==> config.mk <==
export PLATFORM = sky130hd
export DESIGN_NAME = apl_predictor
export DESIGN_NICKNAME = d
export VERILOG_FILES = /design/src/rtl/apl_pkg.sv /design/src/rtl/apl_table.sv /design/src/rtl/apl_run_update.sv /design/src/rtl/apl_predictor.sv
export SDC_FILE = /design/constraint.sdc
export NUM_CORES = 1
export LEC_CHECK = 0
export ABC_AREA = 1
export ABC_CLOCK_PERIOD_IN_PS = 4600
export BUFFER_PORTS_ARGS = -buffer_cell sky130_fd_sc_hd__buf_2
export CAP_MARGIN = 25
export CELL_PAD_IN_SITES_DETAIL_PLACEMENT = 0
export CELL_PAD_IN_SITES_GLOBAL_PLACEMENT = 1
export CORE_ASPECT_RATIO = 1.25
export CORE_MARGIN = 2
export CORE_UTILIZATION = 43
export DETAILED_ROUTE_END_ITERATION = 16
export GPL_TIMING_DRIVEN = 0
export MAX_ROUTING_LAYER = met4
export PLACE_DENSITY_LB_ADDON = 0.1
export SYNTH_ARGS = -nofsm -noshare
export SYNTH_HDL_FRONTEND = slang
export SYNTH_SLANG_ARGS = --single-unit
==> constraint.sdc <==
create_clock -name clk -period 4.6 [get_ports clk]
set_input_delay 0.92 -clock clk [delete_from_list [all_inputs] [get_ports clk]]
set_output_delay 0.92 -clock clk [all_outputs]
set_load 0.03 [all_outputs]
==> src/rtl/apl_pkg.sv <==
package apl_pkg;
  // What an accepted request does to its table entry
  typedef enum logic [1:0] {
    EV_ALLOC  = 2'd0,  // miss: new block takes the entry
    EV_SWITCH = 2'd1,  // hit, different CPU: run restarts
    EV_EXTEND = 2'd2   // hit, same CPU: run grows
  } apl_event_e;
endpackage

==> src/rtl/apl_table.sv <==
module apl_table #(
  parameter int IDX_W = 4,
  parameter int TAG_W = 12,
  parameter int CPU_W = 3,
  parameter int CNT_W = 3
) (
  input  logic             clk,
  input  logic             rst_n,
  input  logic [IDX_W-1:0] rd_idx,
  output logic             rd_valid,
  output logic [TAG_W-1:0] rd_tag,
  output logic [CPU_W-1:0] rd_cpu,
  output logic [CNT_W-1:0] rd_cnt,
  input  logic             wr_en,
  input  logic [IDX_W-1:0] wr_idx,
  input  logic [TAG_W-1:0] wr_tag,
  input  logic [CPU_W-1:0] wr_cpu,
  input  logic [CNT_W-1:0] wr_cnt
);
  localparam int DEPTH = 1 << IDX_W;

  logic             ent_valid [DEPTH];
  logic [TAG_W-1:0] ent_tag   [DEPTH];
  logic [CPU_W-1:0] ent_cpu   [DEPTH];
  logic [CNT_W-1:0] ent_cnt   [DEPTH];

  for (genvar i = 0; i < DEPTH; i++) begin : g_entry
    wire sel = wr_en && (wr_idx == IDX_W'(i));
    always_ff @(posedge clk or negedge rst_n) begin
      if (!rst_n) begin
        ent_valid[i] <= 1'b0;
        ent_tag[i]   <= '0;
        ent_cpu[i]   <= '0;
        ent_cnt[i]   <= '0;
      end else if (sel) begin
        ent_valid[i] <= 1'b1;
        ent_tag[i]   <= wr_tag;
        ent_cpu[i]   <= wr_cpu;
        ent_cnt[i]   <= wr_cnt;
      end
    end
  end

  assign rd_valid = ent_valid[rd_idx];
  assign rd_tag   = ent_tag[rd_idx];
  assign rd_cpu   = ent_cpu[rd_idx];
  assign rd_cnt   = ent_cnt[rd_idx];
endmodule

==> src/rtl/apl_run_update.sv <==
module apl_run_update
  import apl_pkg::*;
#(
  parameter int CPU_W = 3,
  parameter int CNT_W = 3,
  parameter int LIMIT = 3
) (
  input  logic             hit,
  input  logic [CPU_W-1:0] rd_cpu,
  input  logic [CNT_W-1:0] rd_cnt,
  input  logic [CPU_W-1:0] req_cpu,
  output logic [CNT_W-1:0] new_cnt,
  output logic             go_local
);
  localparam logic [CNT_W-1:0] CNT_MAX = '1;
  localparam logic [CNT_W-1:0] CNT_ONE = CNT_W'(1);

  apl_event_e ev;

  always_comb begin
    if (!hit)                  ev = EV_ALLOC;
    else if (rd_cpu != req_cpu) ev = EV_SWITCH;
    else                       ev = EV_EXTEND;
  end

  always_comb begin
    unique case (ev)
      EV_EXTEND: new_cnt = (rd_cnt == CNT_MAX) ? CNT_MAX : rd_cnt + CNT_ONE;
      default:   new_cnt = CNT_ONE;
    endcase
  end

  assign go_local = (ev == EV_EXTEND) && (new_cnt > CNT_W'(LIMIT));
endmodule

==> src/rtl/apl_predictor.sv <==
module apl_predictor #(
  parameter int ADDR_W = 16,
  parameter int CPU_W  = 3,
  parameter int IDX_W  = 4,
  parameter int CNT_W  = 3,
  parameter int LIMIT  = 3
) (
  input  logic              clk,
  input  logic              rst_n,
  input  logic              req_valid,
  output logic              req_ready,
  input  logic [ADDR_W-1:0] req_addr,
  input  logic [CPU_W-1:0]  req_cpu,
  output logic              dec_valid,
  input  logic              dec_ready,
  output logic              dec_local
);
  localparam int TAG_W = ADDR_W - IDX_W;
  localparam logic [CNT_W-1:0] CNT_MAX = '1;

  logic [IDX_W-1:0] idx;
  logic [TAG_W-1:0] tag;
  logic             rd_valid;
  logic [TAG_W-1:0] rd_tag;
  logic [CPU_W-1:0] rd_cpu;
  logic [CNT_W-1:0] rd_cnt;
  logic [CNT_W-1:0] new_cnt;
  logic             go_local;
  logic             hit;
  logic             accept;

  assign idx       = req_addr[IDX_W-1:0];
  assign tag       = req_addr[ADDR_W-1:IDX_W];
  assign req_ready = !dec_valid || dec_ready;
  assign accept    = req_valid && req_ready;
  assign hit       = rd_valid && (rd_tag == tag);

  apl_table #(
    .IDX_W(IDX_W), .TAG_W(TAG_W), .CPU_W(CPU_W), .CNT_W(CNT_W)
  ) u_table (
    .clk(clk), .rst_n(rst_n),
    .rd_idx(idx), .rd_valid(rd_valid), .rd_tag(rd_tag),
    .rd_cpu(rd_cpu), .rd_cnt(rd_cnt),
    .wr_en(accept), .wr_idx(idx), .wr_tag(tag),
    .wr_cpu(req_cpu), .wr_cnt(new_cnt)
  );

  apl_run_update #(
    .CPU_W(CPU_W), .CNT_W(CNT_W), .LIMIT(LIMIT)
  ) u_update (
    .hit(hit), .rd_cpu(rd_cpu), .rd_cnt(rd_cnt), .req_cpu(req_cpu),
    .new_cnt(new_cnt), .go_local(go_local)
  );

  always_ff @(posedge clk or negedge rst_n) begin
    if (!rst_n) begin
      dec_valid <= 1'b0;
      dec_local <= 1'b0;
    end else if (accept) begin
      dec_valid <= 1'b1;
      dec_local <= go_local;
    end else if (dec_ready) begin
      dec_valid <= 1'b0;
    end
  end


  accept_dec_chk: assert property (@(posedge clk) disable iff (!rst_n)
    accept |=> dec_valid);


  hold_dec_chk: assert property (@(posedge clk) disable iff (!rst_n)
    (dec_valid && !dec_ready) |=> (dec_valid && $stable(dec_local)));


  miss_remote_chk: assert property (@(posedge clk) disable iff (!rst_n)
    (accept && !hit) |=> !dec_local);


  switch_remote_chk: assert property (@(posedge clk) disable iff (!rst_n)
    (accept && hit && (rd_cpu != req_cpu)) |=> !dec_local);


  sat_local_chk: assert property (@(posedge clk) disable iff (!rst_n)
    (accept && hit && (rd_cpu == req_cpu) && (rd_cnt == CNT_MAX)) |=> dec_local);
endmodule

==> results.md <==
- Synth Area in Compound Gates: 0.122
- Clk_lat worst skew: ~0.53 ns
- RSZ-0062 raised after global routing: false
- Share of cells above drive strength 1: 0.0679
- Sw Share: 0.290
- Crit path time final: 3.54 ns
- HP Class: in2async
- Yosys reg bits: slightly above 300
- Die Footprint: ~34000 um^2
- Drt first pass iters: 5
- Routed Antenna Nets: 0
- Vias in the first global route: ~12000
- Clock Power Share: 0.367
- Row cnt: 74
- Fillers: 3274
- Setup-failing EPs final: 0
- Mux cell area share after synthesis: 0
- Cells after DPL: 2305
- Combinational fraction of design power: 0.167
- Gate Count Post-Synth: approximately 1900
- Clock Sinks: 306
- Largest family of logic cells by synthesized area: simple AND/OR/NAND/NOR gates
- Crit path max fanout: 10
- Critical Path RT: about 5 ns
- Peak supply drop: roughly 370 uV
- CP Capture Type: flop
- Area share of and/or/nand/nor cells after synthesis: 0.286
- Resize count post-CTS: 0
- CP startpoint kind: primary input
- Clock buffer count from CTS: 35
- GRT Total Usage: 0.306
- Final worst-path cycle share: 0.769
- 1st-iter DRT viols: between 1000 and 1500
- Area of the core: roughly 32000 um^2
- Synthesis-to-finish area growth: 13.3%
- GPL Wtd Cong: just over 0.9
- P_int: 5.45 mW
- Detail Placement HPWL: roughly 36000 um
- Net switching power: roughly 2.2 mW
- Final hold vios: 0
- CTS tree: yes
- Status: finished clean
- # IOs: 26
- Via count: 12500
- H-tree levels: 2
- Initial Utilization: 0.435
- Critical path data arrival time: a little under 4 ns
- Die width: 166 um
- Root buffer cell: clkbuf_16
- Distinct cells, synth: 24
- Height of the die: ~210 um
- Slew at the pin closest to its max-slew limit: 0.907 ns
- Syn_area_per_cell: ~7.6 um^2
- Post-Synth XOR/XNOR Area: 0
- First-pass GRT wire length: ~76000 um
- Nets: between 1500 and 2000
- Worst slack at placement: roughly 0.54 ns
- Antenna diodes: 0
- Port bufs: 24
- DRC viols: 0
- Worst Skew: about 0.021 ns
- Hold-fix buffers at CTS: 0
- CP Class: in2reg
- Max-slew violations: 0
- Max Freq: roughly 280 MHz
- Syn nets: between 1500 and 2000
- DR WL/cell: between 20 and 25 um
- Post-CTS Setup Bufs: 0
- Fin util: 0.493
- Largest net degree at the start of global routing: 97
- Post-synthesis sequential area ratio: 0.542
- Max Root-Sink Buffers: 3
- Sequential power share: 0.466
- Max-cap check violation count: 0
- Vias/cell: ~5.3
- Setup tns final: 0 ns
- Worst relative slew slack: 0.393
- Synth warn: 0
- Worst-path clk slew: around 0.060 ns
- Fin cells: 2362
- Synth Area in Adders: 0.000885
- WL final: around 50000 um
- Final WS setup: between 1 and 1.5 ns
- Pwr Density: between 400 and 500 nW/um^2
- Synthesized cell area: ~14000 um^2
- Total gr overflow: 0
- Initial antenna violation count: 0
- Leak pwr: roughly 8.1 nW
==> critical path: stages <==
cell and delay (ns):
buf_4 0.16, nand2_1 0.29, inv_2 0.24, buf_1 0.33, a22oi_1 0.24, a21oi_1 0.13
or4_1 0.55, ha_1 0.21, inv_1 0.08, nor2_1 0.06, nor2_1 0.11, nand3_2 0.19
buf_2 0.27, nor2_1 0.11, nor2_1 0.04
==> per-stage QoR <==
step	area, um^2	power (mW)	hold WS (ns)
finish	16000	7.67	0.307
floorplan	14100	4.44	0.422
global route	16000	8.12	0.328
detailed placement	14900	4.90	0.437
CTS	16000	7.72	0.315
global placement	14800	4.85	0.432
==> cell usage in the layout (no fill, tap or decap), types with 3 or more instances in the layout <==
cell type	netlist	layout
a21oi_1	48	48
a22oi_1	26	26
buf_1	4	4
buf_16	0	3
buf_2	19	42
buf_4	8	8
clkbuf_1	78	84
clkbuf_16	0	37
clkbuf_8	0	8
clkinv_2	0	3
dfrtp_1	306	306
inv_1	45	45
inv_2	9	9
nand2_1	892	892
nand3_1	15	15
nand3_2	3	3
nor2_1	130	130
nor2_2	4	4
o21ai_0	192	192
o21ai_1	63	63
or2_2	8	8
==> cells by family after synthesis <==
group                      Yosys count
AOI/OAI and AO/OA                  332
buffers and inverters              165
and+or+nand+nor                   1056
adders and majority gates            1
DFF                                306
==> power by group through the flow <==
stage | Clock, mW | Combinational [mW] | Sequential (mW)
final | 2.82 | 1.28 | 3.57
after CTS | 2.86 | 1.29 | 3.57
after global placement | 0 | 1.25 | 3.60
after detailed placement | 0 | 1.29 | 3.61
after floorplan | 0 | 0.899 | 3.54
after global routing | 2.98 | 1.49 | 3.64
==> flip-flops by register name, indices dropped and copies added, names as in the netlist <==
name	count
dec_valid	1
u_table.ent_cpu	48
dec_local	1
u_table.ent_valid	16
u_table.ent_cnt	48
u_table.ent_tag	192
==> routing by layer <==
| metal | GRT usage | vias to the layer above | part of all wire |
|---|---|---|---|
| li1 | - | 6000 | - |
| met1 | 0.375 | 6000 | 0.41 |
| met2 | 0.517 | 402 | 0.49 |
| met3 | 0.0315 | 104 | 0.051 |
| met4 | 0.135 | 0 | 0.045 |
| met5 | - | - | 0 |
==> path summary, 6_finish.rpt <==
| path | startpoint | endpoint | slack [ns] | depth (start not counted) |
|---|---|---|---|---|
| worst max-delay path | req_addr[0] | u_table.ent_cnt[18]$_DFFE_PN0P_ | 1.06 | 15 |
| worst min-delay path | rst_n | u_table.ent_cnt[8]$_DFFE_PN0P_ | 0.31 | 1 |
| worst max register to register | dec_valid$_DFFE_PN0P_ | u_table.ent_tag[161]$_DFFE_PN0P_ | 2.03 | 7 |
| worst min register to register | u_table.ent_valid[14]$_DFFE_PN0P_ | u_table.ent_valid[14]$_DFFE_PN0P_ | 0.45 | 2 |
| max in group asynchronous | rst_n | u_table.ent_tag[163]$_DFFE_PN0P_ | 3.05 | 3 |
| min in group clk | u_table.ent_valid[14]$_DFFE_PN0P_ | u_table.ent_valid[14]$_DFFE_PN0P_ | 0.45 | 2 |
==> cell usage after synthesis, drive strengths merged <==
master | n | share of area
nand2 | 892 | 0.24
dfrtp | 306 | 0.54
o21ai | 255 | 0.090
nor2 | 134 | 0.036
clkbuf | 78 | 0.021
inv | 54 | 0.014
a21oi | 48 | 0.017
buf | 33 | 0.014
a22oi | 26 | 0.014
nand3 | 18 | 0.0074
or2 | 10 | 0.0044
o22ai | 2 | 0.00088
ha | 1 | 0.00088
nor3 | 1 | 0.00071
o21bai | 1 | 0.00053
or4 | 1 | 0.00053
==> cell type report <==
class                           instances  area, um^2  share of cell area
Buffer                                111         485              0.0303
Clock buffer                           51        1060              0.0661
Clock inverter                          6        83.8             0.00523
Inverter                               54         203              0.0127
Multi-Input combinational cell       1389        5790               0.362
Sequential cell                       306        7660               0.478
Tap cell                              418         523              0.0327
Timing Repair Buffer                   27         213              0.0133
Note: power is estimated with default switching activity, not from simulation.
